===== src/rtl/led_pwm_pkg.sv =====
package led_pwm_pkg;
  localparam int unsigned NUM_RATIO = 4;

  typedef enum logic [1:0] {PIN_OFF, PIN_LOW, PIN_HIGH, PIN_PWM} pin_mode_e;
  typedef enum logic [1:0] {ST_IDLE, ST_PER, ST_CMP} calc_st_e;
endpackage


===== src/rtl/led_pwm_div.sv =====
module led_pwm_div #(
  parameter int unsigned W = 40
) (
  input  logic         clk_i,
  input  logic         rst_ni,
  input  logic         start_i,
  input  logic [W-1:0] dividend_i,
  input  logic [W-1:0] divisor_i,
  output logic [W-1:0] quot_o,
  output logic         done_o
);
  localparam int unsigned CW = $clog2(W + 1);

  logic [W-1:0]  rem_q, quo_q, den_q;
  logic [CW-1:0] cnt_q;
  logic          busy_q, done_q;
  logic [W:0]    trial;
  logic          fits;

  always_comb begin
    trial = {rem_q, quo_q[W-1]};
    fits  = trial >= {1'b0, den_q};
  end

  always_ff @(posedge clk_i or negedge rst_ni) begin
    if (!rst_ni) begin
      rem_q <= '0; quo_q <= '0; den_q <= '0;
      cnt_q <= '0; busy_q <= 1'b0; done_q <= 1'b0;
    end else begin
      done_q <= 1'b0;
      if (start_i) begin
        rem_q  <= '0;
        quo_q  <= dividend_i;
        den_q  <= divisor_i;
        cnt_q  <= CW'(W);
        busy_q <= 1'b1;
      end else if (busy_q) begin
        rem_q <= fits ? W'(trial - {1'b0, den_q}) : trial[W-1:0];
        quo_q <= {quo_q[W-2:0], fits};
        cnt_q <= cnt_q - CW'(1);
        if (cnt_q == CW'(1)) begin
          busy_q <= 1'b0;
          done_q <= 1'b1;
        end
      end
    end
  end

  assign quot_o = quo_q;
  assign done_o = done_q;

  // R6/R7 quotients come from a bounded shift sequence
  a_r6_div_count_live: assert property (@(posedge clk_i) disable iff (!rst_ni)
    busy_q |-> cnt_q != '0);
  a_r7_done_follows_busy: assert property (@(posedge clk_i) disable iff (!rst_ni)
    done_q |-> !busy_q);
endmodule


===== src/rtl/led_pwm_prescale.sv =====
module led_pwm_prescale import led_pwm_pkg::*; #(
  parameter int unsigned RATE_W = 32,
  parameter int unsigned BRT_W  = 8,
  parameter int unsigned REF_W  = 16
) (
  input  logic              clk_i,
  input  logic              rst_ni,
  input  logic [RATE_W-1:0] rate_i,
  input  logic [BRT_W-1:0]  max_i,
  input  logic [REF_W-1:0]  ref_i,
  output logic              ok_o,
  output logic [1:0]        shift_o
);
  localparam int unsigned MIN_W = BRT_W + REF_W;
  localparam int unsigned CMP_W = RATE_W + MIN_W + 2 * NUM_RATIO;

  logic [MIN_W-1:0]     min_rate;
  logic [NUM_RATIO-1:0] fit;

  assign min_rate = MIN_W'(max_i) * MIN_W'(ref_i);

  for (genvar k = 0; k < NUM_RATIO; k++) begin : g_ratio
    assign fit[k] = CMP_W'(rate_i) >= (CMP_W'(min_rate) << (2 * k));
    if (k > 0) begin : g_chk
      a_r4_fit_monotonic: assert property (@(posedge clk_i) disable iff (!rst_ni)
        fit[k] |-> fit[k-1]);
    end
  end

  always_comb begin
    shift_o = '0;
    for (int k = 1; k < NUM_RATIO; k++)
      if (fit[k]) shift_o = 2'(k);
    ok_o = fit[0];
  end
endmodule


===== src/rtl/led_pwm_gen.sv =====
module led_pwm_gen #(
  parameter int unsigned CNT_W = 32
) (
  input  logic             clk_i,
  input  logic             rst_ni,
  input  logic             run_i,
  input  logic [1:0]       shift_i,
  input  logic [CNT_W-1:0] period_i,
  input  logic [CNT_W-1:0] cmp_i,
  output logic             pwm_o
);
  logic [5:0]       pre_q, pre_last;
  logic [CNT_W-1:0] cnt_q;
  logic             tick;

  assign pre_last = (6'd1 << {shift_i, 1'b0}) - 6'd1;
  assign tick     = pre_q == pre_last;

  always_ff @(posedge clk_i or negedge rst_ni) begin
    if (!rst_ni) begin
      pre_q <= '0;
      cnt_q <= '0;
    end else if (!run_i) begin
      pre_q <= '0;
      cnt_q <= '0;
    end else begin
      pre_q <= tick ? 6'd0 : pre_q + 6'd1;
      if (tick) cnt_q <= (cnt_q == period_i - CNT_W'(1)) ? '0 : cnt_q + CNT_W'(1);
    end
  end

  // low until compare match, high for the rest of the period
  assign pwm_o = run_i && (cnt_q >= cmp_i);

  a_r6_cnt_in_period: assert property (@(posedge clk_i) disable iff (!rst_ni)
    run_i |-> cnt_q < period_i);
  a_r6_wrap_to_zero: assert property (@(posedge clk_i) disable iff (!rst_ni)
    (run_i && tick && cnt_q == period_i - CNT_W'(1)) |=> cnt_q == '0);
  a_r7_cmp_in_period: assert property (@(posedge clk_i) disable iff (!rst_ni)
    run_i |-> cmp_i < period_i);
endmodule


===== src/rtl/led_pwm_ctrl.sv =====
module led_pwm_ctrl import led_pwm_pkg::*; #(
  parameter int unsigned BRT_W   = 8,
  parameter int unsigned RATE_W  = 32,
  parameter int unsigned REF_W   = 16,
  parameter int unsigned DEF_REF = 100
) (
  input  logic              clk_i,
  input  logic              rst_ni,
  input  logic [RATE_W-1:0] clk_rate_i,
  input  logic [REF_W-1:0]  refresh_i,
  input  logic [BRT_W-1:0]  max_brt_i,
  input  logic [BRT_W-1:0]  brt_i,
  input  logic              brt_valid_i,
  output logic              led_o,
  output logic              led_oe_o,
  output logic              busy_o,
  output logic              err_o
);
  localparam int unsigned DIV_W = RATE_W + BRT_W;

  calc_st_e          st_q;
  pin_mode_e         mode_q;
  logic              err_q, run_q, pend_q;
  logic [BRT_W-1:0]  pend_brt_q, cur_brt_q, cur_max_q;
  logic [1:0]        shift_q, sel_shift;
  logic [RATE_W-1:0] per_q, cmp_q;
  logic [REF_W-1:0]  ref_eff;
  logic              sel_ok, take, take_pwm, pwm;
  logic              div_start, div_done;
  logic [DIV_W-1:0]  div_a, div_b, div_q;
  logic              unused_hi;

  assign ref_eff = (refresh_i == '0) ? REF_W'(DEF_REF) : refresh_i;

  led_pwm_prescale #(.RATE_W(RATE_W), .BRT_W(BRT_W), .REF_W(REF_W)) u_pre (
    .clk_i, .rst_ni, .rate_i(clk_rate_i), .max_i(max_brt_i), .ref_i(ref_eff),
    .ok_o(sel_ok), .shift_o(sel_shift));

  assign take     = (st_q == ST_IDLE) && pend_q;
  assign take_pwm = take && (pend_brt_q != '0) && (pend_brt_q < max_brt_i) && sel_ok;

  always_comb begin
    if (st_q == ST_PER) begin
      div_start = div_done;
      div_a     = DIV_W'(cur_max_q - cur_brt_q) * DIV_W'(div_q[RATE_W-1:0]);
      div_b     = DIV_W'(cur_max_q);
    end else begin
      div_start = take_pwm;
      div_a     = DIV_W'(clk_rate_i >> {sel_shift, 1'b0});
      div_b     = DIV_W'(ref_eff);
    end
  end

  led_pwm_div #(.W(DIV_W)) u_div (
    .clk_i, .rst_ni, .start_i(div_start), .dividend_i(div_a), .divisor_i(div_b),
    .quot_o(div_q), .done_o(div_done));

  assign unused_hi = ^div_q[DIV_W-1:RATE_W];

  // newest request overwrites any pending one
  always_ff @(posedge clk_i or negedge rst_ni) begin
    if (!rst_ni) begin
      pend_q     <= 1'b0;
      pend_brt_q <= '0;
    end else if (brt_valid_i) begin
      pend_q     <= 1'b1;
      pend_brt_q <= brt_i;
    end else if (take) begin
      pend_q     <= 1'b0;
    end
  end

  always_ff @(posedge clk_i or negedge rst_ni) begin
    if (!rst_ni) begin
      st_q <= ST_IDLE; mode_q <= PIN_LOW; err_q <= 1'b0; run_q <= 1'b0;
      cur_brt_q <= '0; cur_max_q <= '0; shift_q <= '0; per_q <= '0; cmp_q <= '0;
    end else begin
      case (st_q)
        ST_IDLE: if (take) begin
          cur_brt_q <= pend_brt_q;
          cur_max_q <= max_brt_i;
          run_q     <= 1'b0;
          if (pend_brt_q == '0) begin
            mode_q <= PIN_LOW;  err_q <= 1'b0;
          end else if (pend_brt_q >= max_brt_i) begin
            mode_q <= PIN_HIGH; err_q <= 1'b0;
          end else if (!sel_ok) begin
            mode_q <= PIN_OFF;  err_q <= 1'b1;
          end else begin
            mode_q  <= PIN_PWM; err_q <= 1'b0;
            shift_q <= sel_shift;
            st_q    <= ST_PER;
          end
        end
        ST_PER: if (div_done) begin
          per_q <= div_q[RATE_W-1:0];
          st_q  <= ST_CMP;
        end
        ST_CMP: if (div_done) begin
          cmp_q <= div_q[RATE_W-1:0];
          run_q <= 1'b1;
          st_q  <= ST_IDLE;
        end
        default: st_q <= ST_IDLE;
      endcase
    end
  end

  led_pwm_gen #(.CNT_W(RATE_W)) u_gen (
    .clk_i, .rst_ni, .run_i(run_q), .shift_i(shift_q), .period_i(per_q),
    .cmp_i(cmp_q), .pwm_o(pwm));

  assign led_oe_o = mode_q != PIN_OFF;
  assign led_o    = (mode_q == PIN_HIGH) || ((mode_q == PIN_PWM) && pwm);
  assign busy_o   = (st_q != ST_IDLE) || pend_q;
  assign err_o    = err_q;

  a_r8_stopped_while_calc: assert property (@(posedge clk_i) disable iff (!rst_ni)
    (st_q != ST_IDLE) |-> !run_q);
  a_r2_static_no_run: assert property (@(posedge clk_i) disable iff (!rst_ni)
    (mode_q != PIN_PWM) |-> !run_q);
  a_r5_err_releases_pin: assert property (@(posedge clk_i) disable iff (!rst_ni)
    err_o |-> !led_oe_o);
  a_r9_valid_sets_busy: assert property (@(posedge clk_i) disable iff (!rst_ni)
    brt_valid_i |=> busy_o);
endmodule


===== config.mk =====
export PLATFORM = sky130hd
export DESIGN_NAME = led_pwm_ctrl
export DESIGN_NICKNAME = d
export VERILOG_FILES = /design/src/rtl/led_pwm_pkg.sv /design/src/rtl/led_pwm_div.sv /design/src/rtl/led_pwm_prescale.sv /design/src/rtl/led_pwm_gen.sv /design/src/rtl/led_pwm_ctrl.sv
export SDC_FILE = /design/constraint.sdc
export NUM_CORES = 2
export LEC_CHECK = 0
export ABC_AREA = 1
export BUFFER_PORTS_ARGS = -buffer_cell sky130_fd_sc_hd__buf_2
export CAP_MARGIN = 10
export CORE_ASPECT_RATIO = 0.75
export CORE_MARGIN = 10
export CORE_UTILIZATION = 55
export DETAILED_ROUTE_END_ITERATION = 10
export PLACE_DENSITY = 0.79
export SYNTH_ARGS = -nofsm -noshare
export SYNTH_HDL_FRONTEND = slang
export SYNTH_SLANG_ARGS = --single-unit

===== constraint.sdc =====
create_clock -name clk_i -period 8.99 [get_ports clk_i]
set_input_delay 1.3485 -clock clk_i [delete_from_list [all_inputs] [get_ports clk_i]]
set_output_delay 1.3485 -clock clk_i [all_outputs]
set_load 0.02 [all_outputs]

# Word-level counts from Yosys, hierarchy flattened

Index checks and enable logic that the tools add are counted.

Bits in registers: 263
Bits in latches: 0
Memory bits (writable): 0
ROM bits: 0
Output and inout bits: 4
Word-level logic and storage cells: 119
Memories kept: 0

Add/subtract/negate cells: 7
Multipliers: 2
Divide/modulo/power cells: 0
$lt $le $gt $ge: 8
Equal/unequal tests: 14
Shifts and indexed selects: 2
Multiplexer cells: 42
Bitwise gates (word level): 2
Reduce and logical (&&, ||, !) cells: 23

Operator list:

| cell                    | number |
|---|---|
| $mux W40                | 6 |
| $mux W32                | 3 |
| $ge A41 B40 Y1          | 1 |
| $mul A9 B33 Y40         | 1 |
| $shr A32 B3 Y40         | 1 |
| $sub A40 B40 Y40        | 1 |
| $add A32 B1 Y32 const B | 1 |
| $eq A32 B32 Y1          | 1 |
| $ge A32 B24 Y1          | 1 |
| $ge A32 B26 Y1          | 1 |
| $ge A32 B28 Y1          | 1 |
| $ge A32 B30 Y1          | 1 |
| $ge A32 B32 Y1          | 1 |
| $mux W16                | 2 |
| $sub A32 B1 Y32 const B | 1 |
| $mul A8 B16 Y24         | 1 |
| $mux W6                 | 4 |
| $mux W2                 | 11 |
| $logic_not A16 Y1       | 1 |
| $mux W1                 | 14 |
| $sub A6 B1 Y6 const B   | 2 |
| $reduce_bool A2 Y1      | 5 |
| $sub A8 B8 Y9           | 1 |
| $ge A8 B8 Y1            | 1 |
| 21 further kinds        | 37 |

# Logic depth before layout (Yosys ltp)

Depth in word-level cells: 10
Mapped depth: 44

# Cells and area by module

From an unflattened synthesis, not the netlist that was laid out.

Cells, all modules: 4,998
Area total of the unflattened synthesis: 34,992.3 sq um

By module, submodules not included:

| module           | instances | cells each | area an instance (sq um) | seq. area each (sq um) |
|---|---|---|---|---|
| led_pwm_ctrl     | 1         | 1,913      | 14,438.8                 | 2,428.6 |
| led_pwm_div      | 1         | 1,339      | 9,013.6                  | 3,203.1 |
| led_pwm_prescale | 1         | 984        | 6,775.2                  | 0.0 |
| led_pwm_gen      | 1         | 762        | 4,764.6                  | 950.9 |

# Least setup slack after synthesis

No wires, ideal clock.

Path kind: input-to-reg
Start: in refresh_i[10]
End: reg u_div.quo_q[6] (netlist: u_div.quot_o[6])
Arrival: 7.689 ns
Setup slack: 1.185 ns
Stages on the path: 44
Cells stage by stage: clkbuf_1 nor4_1 nand4_1 nand2_1 clkinv_1 nor2_1 fa_1 fa_1 fa_1 inv_1 fa_1 inv_1 ha_1 nand2_1 inv_1 nand2_1 nand2_1 a31oi_1 [8 not listed] a21oi_1 nand2_1 nor2_1 nand2_1 nand2_1 nand2_1 nand3_1 nand3_1 nand2_1 nand3_1 nand3_1 buf_2 buf_4 nand2_1 nand3_1 nand3_1 nand2_1 nand2_1

Cells in the longest elaborated chain, start to end: 10
Elaborated cells between the ends (all ways): 16
Classes of those cells: mul (1); order compare (4); shift (1); mux (7); reduce/logical (3)

Ends and longest elaborated chain:

| element              | RTL line               | source |
|---|---|---|
| start, declared      | led_pwm_ctrl.sv:10     | `input logic [REF_W-1:0] refresh_i,` |
| $logic_not A16 Y1    | led_pwm_ctrl.sv:33     | `assign ref_eff = (refresh_i == '0) ? REF_W'(DEF_REF) : refresh_i;` |
| $mux W16 *           | led_pwm_ctrl.sv:33     |  |
| $mul A8 B16 Y24 *    | led_pwm_prescale.sv:20 | `assign min_rate = MIN_W'(max_i) * MIN_W'(ref_i);` |
| $ge A32 B26 Y1       | led_pwm_prescale.sv:23 | `assign fit[k] = CMP_W'(rate_i) >= (CMP_W'(min_rate) << (2 * k));` |
| $mux W1              | led_pwm_prescale.sv:33 | `if (fit[k]) shift_o = 2'(k);` |
| $mux W2 (2 in a row) | led_pwm_prescale.sv:33 |  |
| $shr A32 B3 Y40      | led_pwm_ctrl.sv:49     | `div_a = DIV_W'(clk_rate_i >> {sel_shift, 1'b0});` |
| $mux W40             | led_pwm_ctrl.sv:43     | `if (st_q == ST_PER) begin` |
| $mux W40             | led_pwm_div.sv:31      | `if (start_i) begin` |
| end signal, assigned | led_pwm_div.sv:33      | `quo_q <= dividend_i;` |
| end signal, assigned | led_pwm_div.sv:39      | `quo_q <= {quo_q[W-2:0], fits};` |
| end, declared        | led_pwm_div.sv:14      | `logic [W-1:0] rem_q, quo_q, den_q;` |

Mark *: on every way between the ends. The rest lies on a longest branch, timed or not.
A chain may end at the register's enable or synchronous reset.

# Worst setup path after layout

Start: in refresh_i[10]
End: reg u_div.rem_q[16]

Cells in the longest elaborated chain, start to end: 7
Elaborated cells between the ends (all ways): 8
Classes of those cells: mul (1); order compare (1); mux (3); reduce/logical (3)

Ends and longest elaborated chain:

| element                                        | RTL line               | source |
|---|---|---|
| $logic_not A16 Y1                              | led_pwm_ctrl.sv:33     |  |
| $mux W16 *                                     | led_pwm_ctrl.sv:33     |  |
| $mul A8 B16 Y24 *                              | led_pwm_prescale.sv:20 |  |
| $ge A32 B24 Y1 *                               | led_pwm_prescale.sv:23 |  |
| $logic_and A1 B1 Y1 *                          | led_pwm_ctrl.sv:40     | `assign take_pwm = take && (pend_brt_q != '0) && (pend_brt_q < max_brt_i) && sel_ok;` |
| $mux W1 *                                      | led_pwm_ctrl.sv:43     |  |
| $mux W40 or $reduce_bool A2 Y1 (tied branches) | -                      |  |
| end signal, assigned                           | led_pwm_div.sv:38      | `rem_q <= fits ? W'(trial - {1'b0, den_q}) : trial[W-1:0];` |
| end, declared                                  | led_pwm_div.sv:14      |  |

Marks and branches as above.

==> parameters.txt <==
Parameter                              Value

Status
  Outcome ... complete, no violations

Yosys
  Cell variety after synth ... 58
  Synth async-reset ratio ... 1.00
  Dominant synthesized flop cell ... dfrtp_1
  Cells after Synth ... ~4200
  Post-synthesis sequential element count ... 239
  Post-synthesis cell type with the largest combined area ... dfrtp_1
  Number of flops mapped to enable cells by yosys ... 0
  Cell area after synthesis ... 30600 µm²
  Sequential cell area fraction in the yosys report ... 0.196
  Mean cell area of the mapped netlist ... between 7 and 8 µm²
  Proportion of netlist area held by the largest area contributor ... 0.195
  Top post-synthesis cells by area ... dfrtp_1 19%, fa_1 19%, nand2_1 12%
  Syn_nets ... approximately 4800
  Ys Warns ... 0

Route
  DR iter-0 viols ... roughly 3100
  Detailed-route wire length ... 88700 µm
  Count of nets left with antenna violations after detail routing ... 0
  Count of unresolved DRC violations after routing ... 0
  Number of iterations in the first detailed-routing pass ... 6
  Met3 WL post-DR ... just under 10000 µm
  Via count normalized by instance count ... ~5.6
  Wire per inst ... about 18 µm
  Highest metal layer with signal wires ... met5
  Total routed wire length on the met1 layer ... 39500 µm
  Total via count after detailed routing ... ~28000
  Total length of routed met2 wires ... 37600 µm

Pwr
  Power density of the placed cells ... around 210 nW/µm²
  Total power ... between 6 and 7 mW
  Largest vdd supply drop ... around 0.31 mV
  Leakage power figure ... approximately 17 nW

Timing
  Worst slew margin ... 0.319
  Post-route fraction of the period consumed by the critical path ... 0.928
  Post-layout minimum cycle time ... ~8.3 ns
  Skew final ... ~0.032 ns
  Setup_tns ... 0 ns
  Tightest Pin Transition ... between 1 and 1.5 ns
  Hold violation total from the final report ... 0
  Maximum clock frequency ... roughly 120 MHz
  Setup repair after global routing missed its margin ... no
  Final-layout worst hold slack ... 0.483 ns
  Number of failing setup endpoints in the final timing report ... 0
  Slew Limit Fails ... 0
  Smallest setup slack after layout ... between 0.6 and 0.7 ns

Placement
  IO buf count ... 70
  Routability congestion estimate ... 0.964
  Placed instance area ... roughly 32000 µm²
  Dpl hpwl ... 70200 µm
  Post-place setup slack ... approximately 0.22 ns
  Number of cells after detailed placement ... around 4800

Layout
  Final Util ... 0.594
  Cell area after layout ... 32500 µm²
  Post-route non-filler standard cell count ... ~5000
  Nets ... just under 5000
  Layout Area Growth over Synthesis ... 6.38%
  Proportion of layout cells with a drive suffix above 1 ... 0.0525

GRT
  GR Overflow Total ... 0
  Largest net degree at the start of global routing ... roughly 110
  Global-route wire length before repair ... between 100000 and 150000 µm
  Total global-route track usage ... 0.270
  Initial antenna violation count ... 3
  Via count of the first global-routing pass ... approximately 26000

Worst setup path
  Category of the worst setup path launch point ... input pin
  Delay contributed by the slowest stage of the critical path ... ~0.55 ns
  Worst EP arrival ... around 8.8 ns
  Path type of the worst setup path ... input pin to register
  Type of element capturing the critical path ... register
  Critical Path RT ... between 9 and 10 ns
  Highest-delay cell along the critical path ... fa_1
  Dominant cell type by count on the critical path ... nand2_1
  Critical path peak fanout ... 21

Clock network
  Number of buffers added to fix hold violations after cts ... 0
  Number of setup buffers added after CTS ... 0
  Clock buffers created by TritonCTS ... 26
  Skew-Pair Late Insertion Delay ... a little under 0.6 ns
  Root buffer selected by CTS ... clkbuf_16
  Clock net sink count ... about 240
  Clock slew at reported path FFs ... approximately 0.070 ns
  Clock tree buffer depth ... 3
  Resized cells post-CTS ... 0
  CTS H-tree lvls ... 1
  TritonCTS clock tree ... built

Floorplanning
  Horiz. Die Dim ... ~290 µm
  Die area ... ~66000 µm²
  Height of the die ... roughly 220 µm
  Floorplan core area ... ~55000 µm²
  Initial core utilization ... 0.559
  Site row count ... between 70 and 80
  Number of top-level design ports ... 71

Min path
  Class of the most critical hold timing path ... register to register

Job
  # Max-Cap Violations ... 0
logic make-up after synthesis:
| group | after synthesis | synth area share |
|---|---|---|
| and+or+nand+nor | 1715 | 0.233 |
| AOI/OAI and AO/OA | 579 | 0.105 |
| muxes | 2 | 0.000655 |
| adders and majority gates | 584 | 0.312 |
| DFF | 239 | 0.196 |
| buffers and inverters | 890 | 0.113 |
| xor gates and xnor gates | 143 | 0.0410 |
synth_stat cells (11+ instances only):
library cell	number
a21oi_1	190
dfrtp_1	238
a31oi_1	18
xor2_1	83
xnor2_1	60
nor4_1	23
nor2_1	357
inv_1	733
buf_1	11
ha_1	287
nand2_1	993
fa_1	297
o21ai_0	241
or2_2	14
nor3_1	32
nand4_1	72
clkbuf_1	107
o22ai_1	23
o21ai_1	29
o21bai_1	11
buf_2	15
nand3_1	191
worst max-delay path, delay by kind of cell:
family / cells / cell delay (ns)
xor+xnor: 1 / 0.38
buf+inv: 6 / 0.92
fa+ha+maj: 6 / 2.68
compound gates: 5 / 1.11
simple gates: 17 / 2.36
per-layer routing:
layer | vias up | GRT usage
met1 | 13200 | 0.389
met5 | - | 0.000739
met3 | 127 | 0.0700
met2 | 1217 | 0.405
met4 | 2 | 0.0523
li1 | 13100 | -
cell usage in the layout (no fill, tap or decap), drive strengths merged, types with 14 or more instances in the layout:
cell	count
nand2	1000
inv	742
nor2	363
fa	297
ha	287
o21ai	271
dfrtp	238
nand3	194
a21oi	192
buf	120
xor2	83
nand4	73
xnor2	60
nor3	33
clkbuf	27
o22ai	26
nor4	23
a31oi	18
or2	14
sequential cells by signal (all words and copies together), names as in the netlist, 2 cells and up:
signal / flops
u_div.quot_o: 40
u_div.rem_q: 40
cmp_q: 32
per_q: 32
u_gen.cnt_q: 32
u_div.den_q: 16
cur_brt_q: 8
cur_max_q: 8
pend_brt_q: 8
u_div.cnt_q: 6
u_gen.pre_q: 6
mode_q: 2
shift_q: 2
st_q: 2
power by group:
| group | total (mW) | switching [mW] | leakage (nW) | internal (mW) |
|---|---|---|---|---|
| Sequential | 1.20 | 0.0401 | 2.90 | 1.16 |
| Clock | 1.18 | 0.515 | 0.439 | 0.669 |
| Combinational | 4.60 | 2.85 | 14.2 | 1.75 |
worst paths after layout:
path                                               start                      endpoint  slack [ns]  depth (start not counted)
worst min-delay path               cmp_q[26]$_DFFE_PN0P_         cmp_q[26]$_DFFE_PN0P_        0.48                          2
min in group asynchronous                         rst_ni    u_gen.cnt_q[0]$_DFFE_PN0P_        0.85                          1
worst max register to register  cur_brt_q[2]$_DFFE_PN0P_  u_div.quot_o[34]$_DFFE_PN0P_        0.96                         37
worst max-delay path                       refresh_i[10]   u_div.rem_q[16]$_DFFE_PN0P_        0.64                         35
max in group asynchronous                         rst_ni   u_div.rem_q[21]$_DFFE_PN0P_        6.70                          2
worst min register to register     cmp_q[26]$_DFFE_PN0P_         cmp_q[26]$_DFFE_PN0P_        0.48                          2
area by class of cell:
cell class | count | area (µm²)
fill | 5022 | 22200
multi-input combinational | 3023 | 21200
sequential | 239 | 5980
inverter | 744 | 2790
tap | 722 | 903
timing repair buffer | 120 | 773
clock buffer | 27 | 676
clock inverter | 20 | 233
antenna | 2 | 5.00
Power figures use the tool's default switching activity.
